$ cat src/rtl/dsch_pkg.sv
package dsch_pkg;
  localparam int CTL_W    = 32;
  localparam int CNT_LSB  = 16;
  localparam int CNT_W    = 16;
  localparam int TYPE_BIT = 2;
  localparam int CODE_LSB = 4;
  localparam int CODE_W   = 3;
  localparam int UNIT_W   = 8;
  localparam int MAX_GRP  = 1 << (UNIT_W - 1);

  typedef logic [CNT_W-1:0]  cnt_t;
  typedef logic [UNIT_W-1:0] unit_t;
  typedef logic [CODE_W-1:0] code_t;

  typedef enum logic {XFER_SINGLE = 1'b0, XFER_BURST = 1'b1} xfer_e;
  typedef enum logic {SCH_IDLE = 1'b0, SCH_SERVE = 1'b1} sch_state_e;

  // Length of the next service unit for a channel with rem+1 items left.
  function automatic unit_t unit_len(xfer_e t, code_t code, cnt_t rem);
    logic [CNT_W:0] left;
    logic [CNT_W:0] grp;
    left = {1'b0, rem} + (CNT_W+1)'(1);
    grp  = (CNT_W+1)'(MAX_GRP) >> code;
    if (t == XFER_SINGLE) return unit_t'(1);
    if (left < grp)       return unit_t'(left);
    return unit_t'(grp);
  endfunction
endpackage

$ cat src/rtl/dsch_chan.sv
module dsch_chan
  import dsch_pkg::*;
(
  input  logic  clk,
  input  logic  rst_n,
  input  logic  cfg_we,
  input  xfer_e cfg_type,
  input  cnt_t  cfg_cnt,
  input  code_t cfg_code,
  input  logic  req,
  input  logic  in_service,
  input  logic  serve_item,
  output logic  elig,
  output xfer_e xtype,
  output cnt_t  rem,
  output code_t code,
  output logic  done
);
  logic  en_q,   en_d;
  logic  pend_q, pend_d;
  xfer_e type_q, type_d;
  cnt_t  rem_q,  rem_d;
  code_t code_q, code_d;
  logic  done_q, done_d;
  logic  last;
  logic  upd;

  assign last = (rem_q == '0);
  assign upd  = cfg_we | serve_item | req;

  always_comb begin
    en_d   = en_q;
    pend_d = pend_q;
    type_d = type_q;
    rem_d  = rem_q;
    code_d = code_q;
    done_d = done_q;
    if (cfg_we && !in_service) begin
      en_d   = 1'b1;
      pend_d = 1'b0;
      type_d = cfg_type;
      rem_d  = cfg_cnt;
      code_d = cfg_code;
      done_d = 1'b0;
    end else begin
      if (serve_item) begin
        if (last) begin
          en_d   = 1'b0;
          pend_d = 1'b0;
          done_d = 1'b1;
        end else begin
          rem_d = rem_q - cnt_t'(1);
          if (type_q == XFER_SINGLE) pend_d = 1'b0;
        end
      end
      if (req && en_d) pend_d = 1'b1;
    end
  end

  always_ff @(posedge clk or negedge rst_n) begin
    if (!rst_n) begin
      en_q   <= 1'b0;
      pend_q <= 1'b0;
      type_q <= XFER_SINGLE;
      rem_q  <= '0;
      code_q <= '0;
      done_q <= 1'b0;
    end else if (upd) begin
      en_q   <= en_d;
      pend_q <= pend_d;
      type_q <= type_d;
      rem_q  <= rem_d;
      code_q <= code_d;
      done_q <= done_d;
    end
  end

  assign elig  = en_q & pend_q;
  assign xtype = type_q;
  assign rem   = rem_q;
  assign code  = code_q;
  assign done  = done_q;

  AST_DONE_STICKY: assert property (@(posedge clk) disable iff (!rst_n)
    done_q && !cfg_we |=> done_q);
  AST_NO_PEND_WHEN_OFF: assert property (@(posedge clk) disable iff (!rst_n)
    !en_q |-> !pend_q);
  AST_REM_STEP: assert property (@(posedge clk) disable iff (!rst_n)
    serve_item && !last |=> rem_q == cnt_t'($past(rem_q) - 1'b1));
  AST_CFG_BLOCKED: assert property (@(posedge clk) disable iff (!rst_n)
    cfg_we && in_service && !serve_item |=> $stable(rem_q) && $stable(type_q));
endmodule

$ cat src/rtl/dsch_arb.sv
module dsch_arb #(
  parameter int NCH = 4,
  localparam int CHW = $clog2(NCH)
) (
  input  logic [NCH-1:0] elig,
  output logic           valid,
  output logic [CHW-1:0] idx
);
  always_comb begin
    idx = '0;
    for (int i = 0; i < NCH; i++) begin
      if (elig[i]) idx = CHW'(i);
    end
  end
  assign valid = |elig;
endmodule

$ cat src/rtl/dsch_unit.sv
module dsch_unit
  import dsch_pkg::*;
#(
  parameter int NCH = 4,
  localparam int CHW = $clog2(NCH)
) (
  input  logic           clk,
  input  logic           rst_n,
  input  logic           pick_valid,
  input  logic [CHW-1:0] pick_idx,
  input  unit_t          pick_len,
  input  logic           item_done,
  output logic           grant,
  output logic [CHW-1:0] cur_ch,
  output logic           unit_last
);
  sch_state_e     state_q, state_d;
  unit_t          left_q,  left_d;
  logic [CHW-1:0] ch_q,    ch_d;
  logic           upd;

  assign upd = (state_q == SCH_IDLE) ? pick_valid : item_done;

  always_comb begin
    state_d = state_q;
    left_d  = left_q;
    ch_d    = ch_q;
    case (state_q)
      SCH_IDLE: begin
        if (pick_valid) begin
          state_d = SCH_SERVE;
          left_d  = pick_len;
          ch_d    = pick_idx;
        end
      end
      default: begin
        if (item_done) begin
          if (left_q == unit_t'(1)) state_d = SCH_IDLE;
          else                      left_d  = left_q - unit_t'(1);
        end
      end
    endcase
  end

  always_ff @(posedge clk or negedge rst_n) begin
    if (!rst_n) begin
      state_q <= SCH_IDLE;
      left_q  <= '0;
      ch_q    <= '0;
    end else if (upd) begin
      state_q <= state_d;
      left_q  <= left_d;
      ch_q    <= ch_d;
    end
  end

  assign grant     = (state_q == SCH_SERVE);
  assign cur_ch    = ch_q;
  assign unit_last = grant & item_done & (left_q == unit_t'(1));

  AST_HOLD_GRANT: assert property (@(posedge clk) disable iff (!rst_n)
    grant && !item_done |=> grant && $stable(cur_ch));
  AST_GAP_AFTER_UNIT: assert property (@(posedge clk) disable iff (!rst_n)
    unit_last |=> !grant);
  AST_LEN_NONZERO: assert property (@(posedge clk) disable iff (!rst_n)
    !grant && pick_valid |-> pick_len != '0);
endmodule

$ cat src/rtl/dma_tx_sched.sv
module dma_tx_sched
  import dsch_pkg::*;
#(
  parameter int NCH = 4,
  localparam int CHW = $clog2(NCH)
) (
  input  logic             clk,
  input  logic             rst_n,
  input  logic             cfg_we_i,
  input  logic [CHW-1:0]   cfg_ch_i,
  input  logic [CTL_W-1:0] cfg_ctl_i,
  input  logic [NCH-1:0]   req_i,
  input  logic             item_done_i,
  output logic             grant_o,
  output logic [CHW-1:0]   cur_ch_o,
  output logic [NCH-1:0]   done_o
);
  xfer_e          f_type;
  cnt_t           f_cnt;
  code_t          f_code;
  logic           unused_ctl;
  logic [NCH-1:0] elig_v;
  xfer_e          type_v [NCH];
  cnt_t           rem_v  [NCH];
  code_t          code_v [NCH];
  logic           pick_valid;
  logic [CHW-1:0] pick_idx;
  unit_t          pick_len;
  logic           unit_last;

  assign f_type = xfer_e'(cfg_ctl_i[TYPE_BIT]);
  assign f_cnt  = cfg_ctl_i[CNT_LSB +: CNT_W];
  assign f_code = cfg_ctl_i[CODE_LSB +: CODE_W];
  assign unused_ctl = ^{cfg_ctl_i[CNT_LSB-1:CODE_LSB+CODE_W],
                        cfg_ctl_i[CODE_LSB-1:TYPE_BIT+1],
                        cfg_ctl_i[TYPE_BIT-1:0], unit_last};

  for (genvar g = 0; g < NCH; g++) begin : g_ch
    logic sel_wr, in_srv;
    assign sel_wr = cfg_we_i && (cfg_ch_i == CHW'(g));
    assign in_srv = grant_o && (cur_ch_o == CHW'(g));
    dsch_chan u_chan (
      .clk        (clk),
      .rst_n      (rst_n),
      .cfg_we     (sel_wr),
      .cfg_type   (f_type),
      .cfg_cnt    (f_cnt),
      .cfg_code   (f_code),
      .req        (req_i[g]),
      .in_service (in_srv),
      .serve_item (in_srv & item_done_i),
      .elig       (elig_v[g]),
      .xtype      (type_v[g]),
      .rem        (rem_v[g]),
      .code       (code_v[g]),
      .done       (done_o[g])
    );
  end

  dsch_arb #(.NCH(NCH)) u_arb (
    .elig  (elig_v),
    .valid (pick_valid),
    .idx   (pick_idx)
  );

  assign pick_len = unit_len(type_v[pick_idx], code_v[pick_idx], rem_v[pick_idx]);

  dsch_unit #(.NCH(NCH)) u_unit (
    .clk        (clk),
    .rst_n      (rst_n),
    .pick_valid (pick_valid),
    .pick_idx   (pick_idx),
    .pick_len   (pick_len),
    .item_done  (item_done_i),
    .grant      (grant_o),
    .cur_ch     (cur_ch_o),
    .unit_last  (unit_last)
  );

  AST_PICK_HIGHEST: assert property (@(posedge clk) disable iff (!rst_n)
    pick_valid |-> (elig_v >> pick_idx) == NCH'(1));
  AST_IDLE_STROBE_NOP: assert property (@(posedge clk) disable iff (!rst_n)
    !grant_o && item_done_i && !cfg_we_i |=> $stable(done_o));
endmodule

$ cat config.mk
export PLATFORM = sky130hd
export DESIGN_NAME = dma_tx_sched
export DESIGN_NICKNAME = d
export VERILOG_FILES = /design/src/rtl/dsch_pkg.sv /design/src/rtl/dsch_chan.sv /design/src/rtl/dsch_arb.sv /design/src/rtl/dsch_unit.sv /design/src/rtl/dma_tx_sched.sv
export SDC_FILE = /design/constraint.sdc
export NUM_CORES = 1
export LEC_CHECK = 0
export ABC_CLOCK_PERIOD_IN_PS = 4300
export BUFFER_PORTS_ARGS = -buffer_cell sky130_fd_sc_hd__buf_2
export CAP_MARGIN = 5
export CORE_AREA = 3 3 139 141
export DETAILED_ROUTE_END_ITERATION = 10
export DIE_AREA = 0 0 142 144
export GPL_ROUTABILITY_DRIVEN = 0
export PLACE_DENSITY_LB_ADDON = 0.15
export SLEW_MARGIN = 20
export SYNTH_ARGS = -nofsm -noshare
export SYNTH_HDL_FRONTEND = slang
export SYNTH_SLANG_ARGS = --single-unit
$ cat constraint.sdc
create_clock -name clk -period 4.3 [get_ports clk]
set_clock_uncertainty 0.05 [all_clocks]
set_input_delay 0.215 -clock clk [delete_from_list [all_inputs] [get_ports clk]]
set_output_delay 0.215 -clock clk [all_outputs]
set_load 0.03 [all_outputs]
# After elaboration in Yosys (flattened, before gate mapping)
# Index checks and enable logic that the tools add are counted.
# W data, S select, Z words.
op_classes:
  shift: 1
  n_lt_le_gt_ge: 2
  bitwise_logic: 18
  add_sub_neg: 6
  eq_ne: 17
  reduce_logical: 58
  muxes: 87
ops:
  columns: ["cell", "count"]
  rows:
  - ["$mux W16", 14]
  - ["$logic_not A16 Y1", 4]
  - ["$mux W8", 8]
  - ["$sub A16 B1 Y16 const B", 4]
  - ["$mux W1", 58]
  - ["$reduce_and A3 Y1", 13]
  - ["$bmux W16 S2", 1]
  - ["$reduce_bool A2 Y1", 9]
  - ["$add A16 B1 Y17 const B", 1]
  - ["$lt A17 B17 Y1", 1]
  - ["$shr A8 B3 Y17 const A", 1]
  - ["$logic_and A1 B1 Y1", 16]
  - ["$ne A4 B4 Y1 const B", 4]
  - ["$ne A2 B2 Y1 const B", 6]
  - ["$reduce_bool A3 Y1", 4]
  - ["$and A1 B1 Y1", 8]
  - ["$eq A2 B2 Y1 const B", 4]
  - ["$eq A8 B1 Y1 const B", 1]
  - ["$or A1 B1 Y1", 8]
  - ["$reduce_and A2 Y1", 4]
  - ["$sub A8 B1 Y8 const B", 1]
  - ["$bmux W3 S2", 1]
  - ["$mux W3", 2]
  - ["$eq A2 B1 Y1 const B", 2]
  - ["other kinds (9)", 14]
word_totals:
  regBits: 103
  out_inout_bits: 7
  wordCells: 216
  in_bits: 42

# Depth between registers and ports, before layout
# Gate-level depths: netlist of the first run.
depth:
  ltp_word: 16
  ltp_mapped: 18
  mapped_depth_nobuf: 15

# Hierarchy
# From an unflattened synthesis of the first run, not the netlist that was laid out.
unflattened:
  hier_cells: 823
  area_unflattened_um2: 7181.9
modules_own_cells:
  columns: ["mod", "instances", "cells_each", "seq_area_each_um2", "area_per_inst_um2"]
  rows:
  - ["dsch_chan", 4, 151, 575.6, 1296.2]
  - ["dma_tx_sched", 1, 136, 0.0, 1302.5]
  - ["dsch_unit", 1, 79, 275.3, 670.6]
  - ["dsch_arb", 1, 4, 0.0, 23.8]

# Worst setup path before layout of the first run
# No wires, ideal clock.
synth_timing:
  path_kind: "register -> register"
  startpoint: "reg g_ch[1].u_chan.en_q"
  endpoint: "reg u_unit.left_q[4]"
  n_path_buf: 2
  path_stages_with_launch: 18
  setup_time_ps: 104
  path_slack_ps: 669
  arrival_ps: 3477
  synth_period_minus_slack_ps: 3631
  required_ps: 4146
  path_cell_list: "dfrtp_1 buf_2 nand2_2 o21ai_2 o22a_1 or3_1 buf_6 nor2_1 and3_1 xnor2_1 inv_1 ha_1 a21oi_1 o221ai_1 a21oi_1 o2111ai_2 or4_1 o311ai_1"
synth_between:
  elab_chain_cells: 16
  word_cells_on_any_way: 28
  classes_between: "1 x add/sub; 1 x order compare; 1 x shift; 20 x mux; 2 x bitwise; 3 x reduce/logical"
synth_lines:
  columns: ["item", "line_no", "rtl"]
  rows:
  - ["start, declared", "dsch_chan.sv:19", "logic en_q, en_d;"]
  - ["start signal, assigned", "dsch_chan.sv:69", "en_q <= en_d;"]
  - ["$and A1 B1 Y1 *", "dsch_chan.sv:78", "assign elig = en_q & pend_q;"]
  - ["$mux W1", "dsch_arb.sv:12", "if (elig[i]) idx = CHW'(i);"]
  - ["$mux W2 (2 in series)", "dsch_arb.sv:12", null]
  - ["$not A2 Y3 (not written as such)", "dma_tx_sched.sv:66", "assign pick_len = unit_len(type_v[pick_idx], code_v[pick_idx], rem_v[pick_idx]);"]
  - ["$bmux W16 S2 / $bmux W3 S2 (equally long branches)", "dma_tx_sched.sv:66", null]
  - ["$mux W16 (not written as such) / $mux W3 (equally long branches) (2 in series)", "dma_tx_sched.sv:66", null]
  - ["$add A16 B1 Y17 / $shr A8 B3 Y17 (equally long branches)", "dsch_pkg.sv:22, dsch_pkg.sv:23", null]
  - ["$lt A17 B17 Y1", "dsch_pkg.sv:25", "if (left < grp) return unit_t'(left);"]
  - ["$mux W1 (2 in series)", "dsch_pkg.sv:25", null]
  - ["$mux W8", "dsch_pkg.sv:26", "return unit_t'(grp);"]
  - ["$mux W8", "dsch_pkg.sv:25", null]
  - ["$mux W8", "dsch_unit.sv:30", "if (pick_valid) begin"]
  - ["$mux W8", "dsch_unit.sv:28", "case (state_q)"]
  - ["end signal, assigned", "dsch_unit.sv:52", "left_q <= left_d;"]
  - ["end, declared", "dsch_unit.sv:18", "unit_t left_q, left_d;"]
# Every way passes the cells marked *; elsewhere a longest branch is shown, timed or not. The select of a mux whose other input is x is not followed.
# A chain may end at the register's enable or synchronous reset.

# Final worst setup path of the first run
layout_timing:
  startpoint: "reg g_ch[2].u_chan.en_q"
  endpoint: "reg u_unit.left_q[4]"
layout_between:
  elab_chain_cells: 15
  word_cells_on_any_way: 27
  classes_between: "1 x add/sub; 1 x order compare; 1 x shift; 19 x mux; 2 x bitwise; 3 x reduce/logical"
layout_lines:
  columns: ["item", "line_no"]
  rows:
  - ["start, declared", "dsch_chan.sv:19"]
  - ["start signal, assigned", "dsch_chan.sv:69"]
  - ["$and A1 B1 Y1 *", "dsch_chan.sv:78"]
  - ["$mux W2 (2 in series)", "dsch_arb.sv:12"]
  - ["$not A2 Y3 (not written as such)", "dma_tx_sched.sv:66"]
  - ["$bmux W16 S2 / $bmux W3 S2 (equally long branches)", "dma_tx_sched.sv:66"]
  - ["$mux W16 (not written as such) / $mux W3 (equally long branches) (2 in series)", "dma_tx_sched.sv:66"]
  - ["$add A16 B1 Y17 / $shr A8 B3 Y17 (equally long branches)", "dsch_pkg.sv:22, dsch_pkg.sv:23"]
  - ["$lt A17 B17 Y1", "dsch_pkg.sv:25"]
  - ["$mux W1 (2 in series)", "dsch_pkg.sv:25"]
  - ["$mux W8", "dsch_pkg.sv:26"]
  - ["$mux W8", "dsch_pkg.sv:25"]
  - ["$mux W8", "dsch_unit.sv:30"]
  - ["$mux W8", "dsch_unit.sv:28"]
# Marks and branches as above.

==> results.md, run 1 <==
## Place
- cell area after placement: 7340 µm²
- placed wire-length estimate after detailed placement: 16.7 mm
- port buffer count: 36

## Yosys
- Compound-Gate Fraction of Synth Area: 24.7%
- dominant combinational cell family by area after synthesis: simple AND/OR/NAND/NOR gates
- Syn Area/Cell: 8.39 µm²
- post-synthesis sequential element count: 103
- fraction of synthesis flops using an asynchronous set or reset pin: 100%
- most frequent cells after synthesis: nand2_1, dfrtp_1, o21ai_0, nor2_1, a21oi_1
- portion of the post-synthesis area used by sequential elements: 37.5%
- area of the mapped netlist: 6870 µm²
- EDFF count, synth: 0
- mux cell area share after synthesis: 1.78%
- xor-xnor portion of the synthesized cell area: 3.44%
- number of standard cells after synthesis: 819
- basic-gate share of the synthesized area counting and, or, nand and nor cells: 25.5%
- leading cell type by number of instances after synthesis: nand2_1
- number of different library cells in the post-synthesis netlist: 80
- warning count from the yosys run: 0
- share of the synthesized area in the top cell type: 37.5%
- arithmetic-cell share of the synthesized area counting full adders, half adders and majority gates: 2.55%
- cell accounting for the most synthesized area: dfrtp_1
- net count of the mapped netlist: 875
- cells taking the most area after synthesis: dfrtp_1, nand2_1, o21ai_0
- Post-synth top flop: dfrtp_1

## Global route
- All-Layer GR Usage: 21.7%
- GRT Residual Overflow: 0
- global-route wire length before repair: 34.8 mm
- pin count of the biggest net entering global routing: 67
- antenna violations before repair: 0
- vias in the first global route: 6,246

## Floorplan
- number of standard-cell rows in the floorplan: 49
- area of the die: 20,400 µm²
- area inside the core boundary: 18,100 µm²
- top-level I/O count: 49
- height of the chip: 144 µm
- Die X-Extent: 142 µm
- initial standard-cell utilization of the core: 38.0%

## Final layout
- final instance area: 7700 µm²
- Syn-to-layout area delta: 12.1%
- number of antenna diodes: 0
- number of nets in the layout: 905
- share of cells above drive strength 1: 13.8%
- Final Util: 42.6%

## Timing
- minimum clock period: 4.04 ns
- Setup Viol. Count Final: 0
- final sum of negative setup slack: 0 ns
- maximum clock rate: 248 MHz
- Final Cycle Share: 93.9%
- fin. max-slew vios: 0
- max_slew headroom: 35.7%
- actual transition at the worst max-transition pin: 0.953 ns
- setup repair after global routing missed its margin: false
- total count of hold-check failures in the final report: 0

## Clocking
- buffers from clock root to sink, at most: 2
- CTS sink count: 103
- clock tree root buffer cell: clkbuf_16
- clock-pin slew on the worst setup and hold paths: 0.08 ns
- H-tree levels: 3
- clk_lat worst skew: 0.36 ns
- number of clock buffers inserted by TritonCTS: 9
- CTS tree: yes

## Power
- largest vdd supply drop: 0.000271 V
- Switch Pwr: 2.58 mW
- sequential share of power: 33.6%
- share of total power consumed by net switching: 45.5%
- Clk network pwr share: 17.0%
- static leakage power: 3.12 nW
- share of power burned in combinational logic: 49.4%
- Power Dens Cells: 737 nW/µm²
- internal power component: 3.09 mW

## Drt
- DR vias/cell: 6.08
- number of optimization iterations in the first detailed-route pass: 5
- vias after detailed routing: 6,574
- WL per Instance: 20.0 µm
- post-detailed-route count of antenna-violating nets: 0
- total length of routed wires: 21.7 mm
- first-iteration detailed-routing DRC count: 543
- number of remaining DRC errors: 0

## Outcome
- status: completed

## Worst setup path
- data required time at the worst endpoint: 4.50 ns
- critical path launch point type: flip-flop
- kind of critical path: reg2reg
- sum of buffers and inverters on the critical path: 1
- Worst Path Max Fanout: 12
- Data arrival, critical path: 4.24 ns
- Max stage delay cell, worst path: or4_1
- CP Cell Sequence: and2_4 -> o21ai_2 -> o22a_2 -> or3_1 -> nor2_1 -> and3_1 -> xnor2_1 -> inv_1 -> ha_1 -> a21oi_1 -> o221ai_1 -> a21oi_2 -> o2111ai_2 -> or4_1 -> o311ai_1
- top cell family by delay on the critical path: simple AND/OR/NAND/NOR gates
- Crit. End Element: flip-flop
- largest incremental delay on the critical path: 0.55 ns

## Min path
- Hold/Removal Path Class: in2reg

## Job
- max-cap violations: 0

[cell type report]
type | instances | area (µm²)
clock buffers | 9 | 225
clock inverters | 6 | 115
fillers | 1805 | 10400
inverters | 21 | 78.8
multi-input cells | 652 | 4030
flip-flops and latches | 103 | 2580
well taps | 229 | 287
repair buffers | 62 | 380
[power by group through the flow]
stage	logic [mW]	clock network, mW	registers [mW]
floorplan	2.04	0	1.74
global placement	2.68	0	1.88
detailed placement	2.75	0	1.90
CTS	2.77	0.984	1.89
global route	3.12	1.03	1.97
finish	2.80	0.963	1.91
[worst register-to-register path, stage by stage (launching register included)]
cell       delay (ns)
dfrtp_2          0.47
and2_4           0.28
o21ai_2          0.12
o22a_2           0.29
or3_1            0.45
nor2_1           0.16
and3_1           0.18
xnor2_1          0.19
inv_1            0.08
ha_1             0.32
a21oi_1          0.15
o221ai_1         0.19
a21oi_2          0.18
o2111ai_2        0.17
or4_1            0.55
o311ai_1         0.09
[cell usage in the layout, fill, tap and decap left out, types with 6 or more instances in the layout]
master | netlist | routed
buf_2 | 7 | 35
nand3_1 | 15 | 15
ha_1 | 14 | 14
nand2b_1 | 6 | 6
a311oi_1 | 12 | 11
mux2_2 | 10 | 10
nor4_1 | 11 | 11
and2_1 | 7 | 7
xnor2_1 | 19 | 19
nor2b_1 | 8 | 8
a211oi_1 | 14 | 11
o21ai_0 | 72 | 72
a31oi_1 | 7 | 7
o311ai_0 | 6 | 6
nor3_1 | 30 | 30
nand3b_1 | 13 | 13
nor2_1 | 62 | 62
a21o_1 | 8 | 8
clkbuf_16 | 0 | 9
dfrtp_1 | 103 | 99
a21oi_1 | 35 | 34
o211ai_1 | 7 | 7
a221o_1 | 10 | 10
buf_4 | 6 | 26
nand2_1 | 137 | 136
or3_1 | 18 | 18
a211o_1 | 7 | 7
xor2_1 | 8 | 8
inv_1 | 21 | 21
and3_1 | 20 | 20
[what timing repair did]
action	CTS	global route
setup buffers	0	0
gates resized for setup	0	7
hold buffers	1	0
endpoints found under the setup margin	0	5
hold endpoints to repair	65	0
[flip-flops by register name, summed over array words and instances (netlist names)]
register and count:
g_ch.u_chan.code 12, g_ch.u_chan.done 4, g_ch.u_chan.en_q 4, g_ch.u_chan.pend_q 4
g_ch.u_chan.rem 64, g_ch.u_chan.xtype 4, u_unit.cur_ch 2, u_unit.grant 1
u_unit.left_q 8
[cells by family after synthesis]
kind of cell	Yosys count
flip-flops	103
AO/OA/AOI/OAI	244
adder cells (fa/ha/maj)	14
XOR/XNOR	27
multiplexers	11
AND/OR/NAND/NOR	356
buffers and inverters	64
[routing by layer]
layer / GRT usage, % / routed length, µm
met4: 6.26 / 425
met1: 31.9 / 10300
met3: 3.27 / 1340
met5: 0 / 0
met2: 33.1 / 9570
[worst paths after layout]
path,from,endpoint,slack [ns],cells after the start
min in group asynchronous,rst_n,g_ch[1].u_chan.rem[4],0.49,2
worst max register to register,g_ch[2].u_chan.en_q,u_unit.left_q[4],0.26,15
worst max-delay path,g_ch[2].u_chan.en_q,u_unit.left_q[4],0.26,15
worst min-delay path,req_i[1],g_ch[1].u_chan.pend_q,0.05,3
max in group asynchronous,rst_n,g_ch[1].u_chan.en_q,2.67,3
worst min register to register,g_ch[0].u_chan.code[0],g_ch[0].u_chan.code[0],0.43,2
[per-stage QoR]
step / setup WS (ns) / power (mW) / hold WS (ns) / cells
detailed placement: 0.245 / 4.65 / 0.350 / 1066
global route: 0.0302 / 6.13 / 0.0599 / 1082
global placement: 0.319 / 4.56 / 0.338 / 1066
CTS: 0.197 / 5.64 / 0.0464 / 1082
finish: 0.264 / 5.67 / 0.0504 / 1082
floorplan: 0.669 / 3.78 / -0.131 / 819
No activity file was read; power rests on OpenSTA's default activity.
==> inputs of run 2 (changes only) <==
--- a/config.mk
+++ b/config.mk
@@ -5,14 +5,16 @@
 export SDC_FILE = /design/constraint.sdc
 export NUM_CORES = 1
 export LEC_CHECK = 0
+export ABC_AREA = 1
 export ABC_CLOCK_PERIOD_IN_PS = 4300
 export BUFFER_PORTS_ARGS = -buffer_cell sky130_fd_sc_hd__buf_2
 export CAP_MARGIN = 5
-export CORE_AREA = 3 3 139 141
+export CORE_AREA = 3 3 143 145
 export DETAILED_ROUTE_END_ITERATION = 10
-export DIE_AREA = 0 0 142 144
+export DIE_AREA = 0 0 146 148
 export GPL_ROUTABILITY_DRIVEN = 0
 export PLACE_DENSITY_LB_ADDON = 0.15
+export REMOVE_ABC_BUFFERS = 1
 export SLEW_MARGIN = 20
 export SYNTH_ARGS = -nofsm -noshare
 export SYNTH_HDL_FRONTEND = slang
==> run 2 against run 1 <==
Critical path depth increased by 11. Synthesized cell count increased by 25%. Fmax up 8.7%.
==> results.md, run 2 <==
## Outcome
- status: completed

## Worst setup path
- number of cells on the worst reg-to-reg path: 26, +11
- Crit. End Element: flip-flop
- Worst Path Max Fanout: 20, +8
- kind of critical path: reg2reg
- critical path launch point type: flip-flop
- Data arrival, critical path: 3.92 ns, -0.32 ns
- data required time at the worst endpoint: 4.51 ns, about the same

## Drt
- DR vias/cell: 5.04, -17%
- number of remaining DRC errors: 0, unchanged
- WL per Instance: 16.6 µm, -17%
- total length of routed wires: 21.8 mm, +0.32%
- post-detailed-route count of antenna-violating nets: 0, unchanged
- vias after detailed routing: 6,623, +0.75%
- first-iteration detailed-routing DRC count: 526, -3.1%
- number of optimization iterations in the first detailed-route pass: 5, unchanged

## Timing
- maximum clock rate: 269 MHz, +8.7%
- Setup Viol. Count Final: 0, unchanged
- total count of hold-check failures in the final report: 0, unchanged
- setup repair after global routing missed its margin: false
- max_slew headroom: 28.0%, -7.7 points
- actual transition at the worst max-transition pin: 1.08 ns, +0.128 ns
- crit path setup slack, layout: 0.587 ns, +0.323 ns
- final sum of negative setup slack: 0 ns, unchanged
- minimum clock period: 3.71 ns, -0.323 ns
- fin. max-slew vios: 0, unchanged
- Final Cycle Share: 86.4%, -7.5 points

## Global route
- antenna violations before repair: 0, unchanged
- pin count of the biggest net entering global routing: 44, -34%
- vias in the first global route: 6,191, -0.88%
- global-route wire length before repair: 34.2 mm, -1.7%
- Most Used Layer, Global Route: met2
- met1 layer usage reported by global route: 29.7%, -2.2 points
- global-route met3 utilization: 2.73%, -0.55 points
- GRT met2 Usage: 31.9%, -1.2 points
- GRT Residual Overflow: 0, unchanged
- All-Layer GR Usage: 20.3%, -1.4 points

## Yosys
- post-synthesis sequential element count: 103, unchanged
- portion of the post-synthesis area used by sequential elements: 35.5%, -2.0 points
- cells taking the most area after synthesis: dfrtp_1, nand2_1, inv_1
- EDFF count, synth: 0, unchanged
- Post-synth top flop: dfrtp_1
- warning count from the yosys run: 0, unchanged
- most frequent cells after synthesis: nand2_1, inv_1, nor2_1, dfrtp_1, o21ai_0
- Syn Area/Cell: 7.11 µm², -15%
- number of standard cells after synthesis: 1,020, +25%
- number of different library cells in the post-synthesis netlist: 50, -38%
- area of the mapped netlist: 7250 µm², +5.5%
- share of the synthesized area in the top cell type: 35.5%, -2.0 points
- cell accounting for the most synthesized area: dfrtp_1
- leading cell type by number of instances after synthesis: nand2_1
- fraction of synthesis flops using an asynchronous set or reset pin: 100%, unchanged

## Clocking
- CTS sink count: 103, unchanged
- buffers from clock root to sink, at most: 2, unchanged
- clock tree root buffer cell: clkbuf_16
- clock-pin slew on the worst setup and hold paths: 0.07 ns, about the same
- Resized Gates After CTS: 0, unchanged
- H-tree levels: 3, unchanged
- clk_lat worst skew: 0.36 ns, about the same
- total setup buffers inserted after CTS: 0, unchanged
- CTS tree: yes
- number of clock buffers inserted by TritonCTS: 9, unchanged

## Floorplan
- top-level I/O count: 49, unchanged
- height of the chip: 148 µm, +2.8%
- area of the die: 21,600 µm², +5.7%
- area inside the core boundary: 19,300 µm², +6.9%
- initial standard-cell utilization of the core: 37.5%, -0.49 points
- Die X-Extent: 146 µm, +2.8%
- number of standard-cell rows in the floorplan: 51, +4.1%

## Power
- largest vdd supply drop: 0.000258 V, -4.7%
- PnR Total Power: 5.84 mW, +2.9%
- Power Dens Cells: 732 nW/µm², -0.59%
- static leakage power: 3.73 nW, +20%

## Final layout
- share of cells above drive strength 1: 11.7%, -2.1 points
- Finished Layout Cells: 1,313, +21%
- Final Util: 41.2%, -1.3 points
- Storage cell area: 2580 µm², -0.19%
- Syn-to-layout area delta: 9.97%
- most common library cell in the layout ignoring fill and taps: nand2_1
- number of antenna diodes: 0, unchanged
- number of flip-flops under the largest register name: 64, unchanged
- number of nets in the layout: 1,099, +21%
- commonest cells after routing, fill and taps aside: nand2_1, inv_1, nor2_1, dfrtp_1, o21ai_0
- number of fillers in the final layout: 2,049, +14%
- multi-input logic area: 3980 µm², -1.2%

## Place
- placed wire-length estimate after detailed placement: 16.4 mm, -1.9%
- count of placed standard cells including taps: 1,296, +22%
- post-place setup slack: 0.575 ns, +0.330 ns
- port buffer count: 36, unchanged

## Job
- max-cap violations: 0, unchanged

## Min path
- Hold/Removal Path Class: in2reg
- number of cells on the worst hold path: 2, -1

## run 2: per-stage QoR
| step | area [µm²] | hold slack [ns] |
|---|---|---|
| floorplan | 7070 | -0.131 |
| global placement | 7640 | 0.232 |
| detailed placement | 7640 | 0.226 |
| CTS | 7970 | 0.00208 |
| global route | 7970 | 0.0217 |
| finish | 7970 | 0.0123 |
## run 2: worst paths after layout
check | start | end | slack, ns
setup / recovery | g_ch[2].u_chan.en_q | u_unit.left_q[0] | 0.59
hold / removal | item_done_i | u_unit.grant | 0.01
setup reg to reg | g_ch[2].u_chan.en_q | u_unit.left_q[0] | 0.59
hold reg to reg | g_ch[3].u_chan.code[0] | g_ch[3].u_chan.code[0] | 0.44
max in group asynchronous | rst_n | g_ch[1].u_chan.rem[11] | 2.92
min in group asynchronous | rst_n | g_ch[3].u_chan.rem[12] | 0.35
## run 2: cell type report
cell class	instances	share of cell area [%]
inverters	133	6.32
clock inverters	5	1.02
clock buffers	11	3.04
well taps	265	4.16
repair buffers	45	3.17
flip-flops and latches	103	32.3
multi-input cells	751	50.0
## run 2: power by group
group,total (mW),internal [mW],switching (mW),leakage [nW]
clock network,0.924,0.527,0.396,0.156
registers,1.85,1.38,0.467,1.23
logic,3.07,1.05,2.02,2.35
total,5.84,2.95,2.89,3.73
## run 2: cell families (layout without fill, tap and decap cells)
group | count (synthesis) | count (layout) | share of synthesized area, %
AOI/OAI and AO/OA | 221 | 221 | 17.8
adders and majority gates | 14 | 14 | 2.42
xor gates and xnor gates | 36 | 36 | 4.35
DFF | 103 | 103 | 35.5
and+or+nand+nor | 480 | 480 | 30.4
buffers and inverters | 166 | 194 | 9.51
## run 2: what timing repair did
item | 4_1_cts | 5_1_grt
setup endpoints to repair | 0 | 0
endpoints found under the hold margin | 41 | 0
hold buffers | 1 | 0
## run 2: layer usage
| metal | share of wire [%] | vias to the layer above |
|---|---|---|
| met5 | 0 | - |
| met4 | 1.6 | 0 |
| met1 | 49 | 3060 |
| met3 | 4.1 | 20 |
| li1 | - | 3419 |
| met2 | 45 | 124 |
## run 2: critical path: stages (launching register included)
cell and delay [ns]:
dfrtp_1 0.40, nand2_2 0.19, buf_4 0.25, nand2_4 0.17, a21oi_1 0.17, nand2_1 0.06
nand2_1 0.16, inv_2 0.09, ha_1 0.18, inv_1 0.10, nor2_4 0.07, inv_1 0.06
o21ai_0 0.06, and2_1 0.16, ha_1 0.30, nand2_1 0.09, nor2_1 0.05, a211oi_1 0.17
nand2_1 0.08, nand2_1 0.06, nand2_1 0.05, nand2_2 0.16, nand4_4 0.16, nand2_1 0.09
nand3_1 0.07, nand2_1 0.10, nand2_1 0.04
==> inputs of run 3 (changes only) <==
--- a/config.mk
+++ b/config.mk
@@ -6,12 +6,12 @@
 export NUM_CORES = 1
 export LEC_CHECK = 0
 export ABC_AREA = 1
-export ABC_CLOCK_PERIOD_IN_PS = 4300
+export ABC_CLOCK_PERIOD_IN_PS = 3170
 export BUFFER_PORTS_ARGS = -buffer_cell sky130_fd_sc_hd__buf_2
 export CAP_MARGIN = 5
-export CORE_AREA = 3 3 143 145
+export CORE_AREA = 2 2 142 144
 export DETAILED_ROUTE_END_ITERATION = 10
-export DIE_AREA = 0 0 146 148
+export DIE_AREA = 0 0 144 146
 export GPL_ROUTABILITY_DRIVEN = 0
 export PLACE_DENSITY_LB_ADDON = 0.15
 export REMOVE_ABC_BUFFERS = 1
==> constraint.sdc (replaced) <==
create_clock -name clk -period 3.17 [get_ports clk]
set_clock_uncertainty 0.05 [all_clocks]
set_input_delay 0.1585 -clock clk [delete_from_list [all_inputs] [get_ports clk]]
set_output_delay 0.1585 -clock clk [all_outputs]
set_load 0.03 [all_outputs]
==> run 3 against run 2 <==
Hold slack worse by 0.0014 ns. Sequential power rose by 36%. Total power up 55%. Clock power up 33%. Count of clock-buffer cells in the layout did not move. First-iteration DRC count fell by 24%. Fmax grew 19%. Non-clock buffer count up 69. Critical path depth is 4 lower. Routed wire length rose by 5.6%. Via count grew 5.7%. Sequential share of layout area is 2.9 points lower. Critical endpoint unchanged. Largest cell class unchanged. Largest power group unchanged.
==> results.md, run 3 (synthesis gave the netlist of run 2 again) <==
## Global route
- GRT Residual Overflow: 0, unchanged
- global-route wire length before repair: 36.3 mm, +6.2%
- All-Layer GR Usage: 22.5%, +2.2 points
- pin count of the biggest net entering global routing: 57, +30%
- antenna violations before repair: 1, +1
- vias in the first global route: 6,626, +7.0%

## Timing
- final-layout worst hold slack: 0.0110 ns, -0.00136 ns
- setup repair after global routing missed its margin: true
- Final Cycle Share: 98.7%, +12 points
- fin. max-slew vios: 0, unchanged
- total count of hold-check failures in the final report: 0, unchanged
- crit path setup slack, layout: 0.0410 ns, -0.546 ns
- actual transition at the worst max-transition pin: 0.692 ns, -0.388 ns
- maximum clock rate: 320 MHz, +19%
- Setup Viol. Count Final: 0, unchanged
- minimum clock period: 3.13 ns, -0.584 ns
- max_slew headroom: 53.9%, +26 points

## Place
- count of placed standard cells including taps: 1,344, +3.7%
- placed wire-length estimate after detailed placement: 17.0 mm, +4.0%
- cell area after placement: 8010 µm², +4.9%
- port buffer count: 36, unchanged
- post-place setup slack: -0.0999 ns, -0.675 ns

## Drt
- WL per Instance: 16.6 µm, +0.23%
- DR vias/cell: 5.06, +0.39%
- post-detailed-route count of antenna-violating nets: 0, unchanged
- total length of routed wires: 23.0 mm, +5.6%
- number of remaining DRC errors: 0, unchanged
- number of optimization iterations in the first detailed-route pass: 7, +2
- first-iteration detailed-routing DRC count: 401, -24%
- vias after detailed routing: 7,003, +5.7%

## Worst setup path
- critical path launch point type: flip-flop
- Crit. End Element: flip-flop
- Worst Path Max Fanout: 10, -50%
- kind of critical path: reg2reg
- data required time at the worst endpoint: 3.38 ns, -1.13 ns
- Data arrival, critical path: 3.34 ns, -0.58 ns

## Final layout
- number of flip-flops under the largest register name: 64, unchanged
- number of fillers in the final layout: 1,990, -2.9%
- commonest cells after routing, fill and taps aside: nand2_1, inv_1, nor2_1, dfrtp_1, o21ai_0
- number of antenna diodes: 0, unchanged
- Finished Layout Cells: 1,383, +5.3%
- Syn-to-layout area delta: 21.0%
- share of cells above drive strength 1: 20.9%, +9.2 points
- Final Util: 45.4%, +4.1 points
- number of nets in the layout: 1,169, +6.4%
- final instance area: 8770 µm², +10%
- most common library cell in the layout ignoring fill and taps: nand2_1

## Floorplan
- number of standard-cell rows in the floorplan: 51, unchanged
- initial standard-cell utilization of the core: 37.5%, unchanged
- area of the die: 21,000 µm², -2.7%
- area inside the core boundary: 19,300 µm², unchanged
- height of the chip: 146 µm, -1.4%
- Die X-Extent: 144 µm, -1.4%
- top-level I/O count: 49, unchanged

## Power
- Power Dens Cells: 1030 nW/µm², +41%
- largest vdd supply drop: 0.000393 V, +52%
- static leakage power: 4.10 nW, +9.9%

## Clocking
- CTS sink count: 103, unchanged
- number of clock buffers inserted by TritonCTS: 9, unchanged
- clk_lat worst skew: 0.36 ns, about the same
- clock tree root buffer cell: clkbuf_16
- buffers from clock root to sink, at most: 2, unchanged
- H-tree levels: 3, unchanged
- CTS tree: yes
- clock-pin slew on the worst setup and hold paths: 0.08 ns, about the same

## Min path
- Hold/Removal Path Class: in2reg

## Job
- max-cap violations: 0, unchanged

## Outcome
- status: completed

run 3: what timing repair did:
item | 4_1_cts | 5_1_grt
hold buffers | 3 | 0
cloned | 1 | 0
setup buffers | 5 | 14
endpoints found under the hold margin | 49 | 0
pin swaps | 4 | 35
gates resized for setup | 5 | 66
endpoints found under the setup margin | 8 | 8
run 3: final timing paths:
| path | slack, ns | start | to | cells after the start |
|---|---|---|---|---|
| setup / recovery | 0.04 | g_ch[3].u_chan.en_q | u_unit.left_q[0] | 22 |
| hold / removal | 0.01 | req_i[0] | g_ch[0].u_chan.pend_q | 3 |
| setup reg to reg | 0.04 | g_ch[3].u_chan.en_q | u_unit.left_q[0] | 22 |
| hold reg to reg | 0.44 | g_ch[0].u_chan.code[0] | g_ch[0].u_chan.code[0] | 2 |
| max in group asynchronous | 1.99 | rst_n | g_ch[3].u_chan.en_q | 3 |
| min in group asynchronous | 0.32 | rst_n | g_ch[3].u_chan.rem[9] | 2 |
run 3: critical path, cell delays in order, from the launching register on:
cell and delay [ns]:
dfrtp_2 0.46, nand2_8 0.14, buf_6 0.13, buf_4 0.17
o21ai_0 0.12, o21ai_0 0.09, nand2_1 0.12, buf_4 0.18
nor2_2 0.10, nand2_1 0.09, ha_1 0.29, nand2_2 0.08
nor2_1 0.05, a211oi_1 0.20, nand2_1 0.09, nand2_1 0.08
nand2_1 0.06, nand2_2 0.10, nand4_4 0.16, nand2_2 0.12
nand3_2 0.06, nand2_1 0.05, nand2_1 0.04
run 3: area by class of cell:
class | instances | area (µm²) | share of cell area (%)
Clock inverter | 5 | 65.1 | 0.742
Timing Repair Buffer | 114 | 815 | 9.29
Sequential cell | 103 | 2580 | 29.4
Inverter | 133 | 509 | 5.81
Tap cell | 265 | 332 | 3.78
Clock buffer | 11 | 253 | 2.88
Multi-Input combinational cell | 752 | 4220 | 48.1
run 3: where the power goes:
part	switching [mW]	internal (mW)	total [mW]
Clock	0.566	0.664	1.23
Combinational	3.14	2.14	5.28
Sequential	0.647	1.87	2.52
run 3: routing by layer:
metal  up-vias  global-route usage (%)  share of wire, %
met3        27                    3.69               4.7
met4         0                    6.37               2.0
met2       132                    35.0                46
li1       3558                       -                 -
met1      3286                    32.3                48
met5         -                       0                 0
run 3: through the flow:
| step | setup TNS [ns] | power [mW] |
|---|---|---|
| after floorplan | -0.124 | 5.54 |
| after global placement | -0.0111 | 7.09 |
| after detailed placement | -0.726 | 7.13 |
| after CTS | 0 | 8.45 |
| after global routing | -1.13 | 9.85 |
| final | 0 | 9.03 |
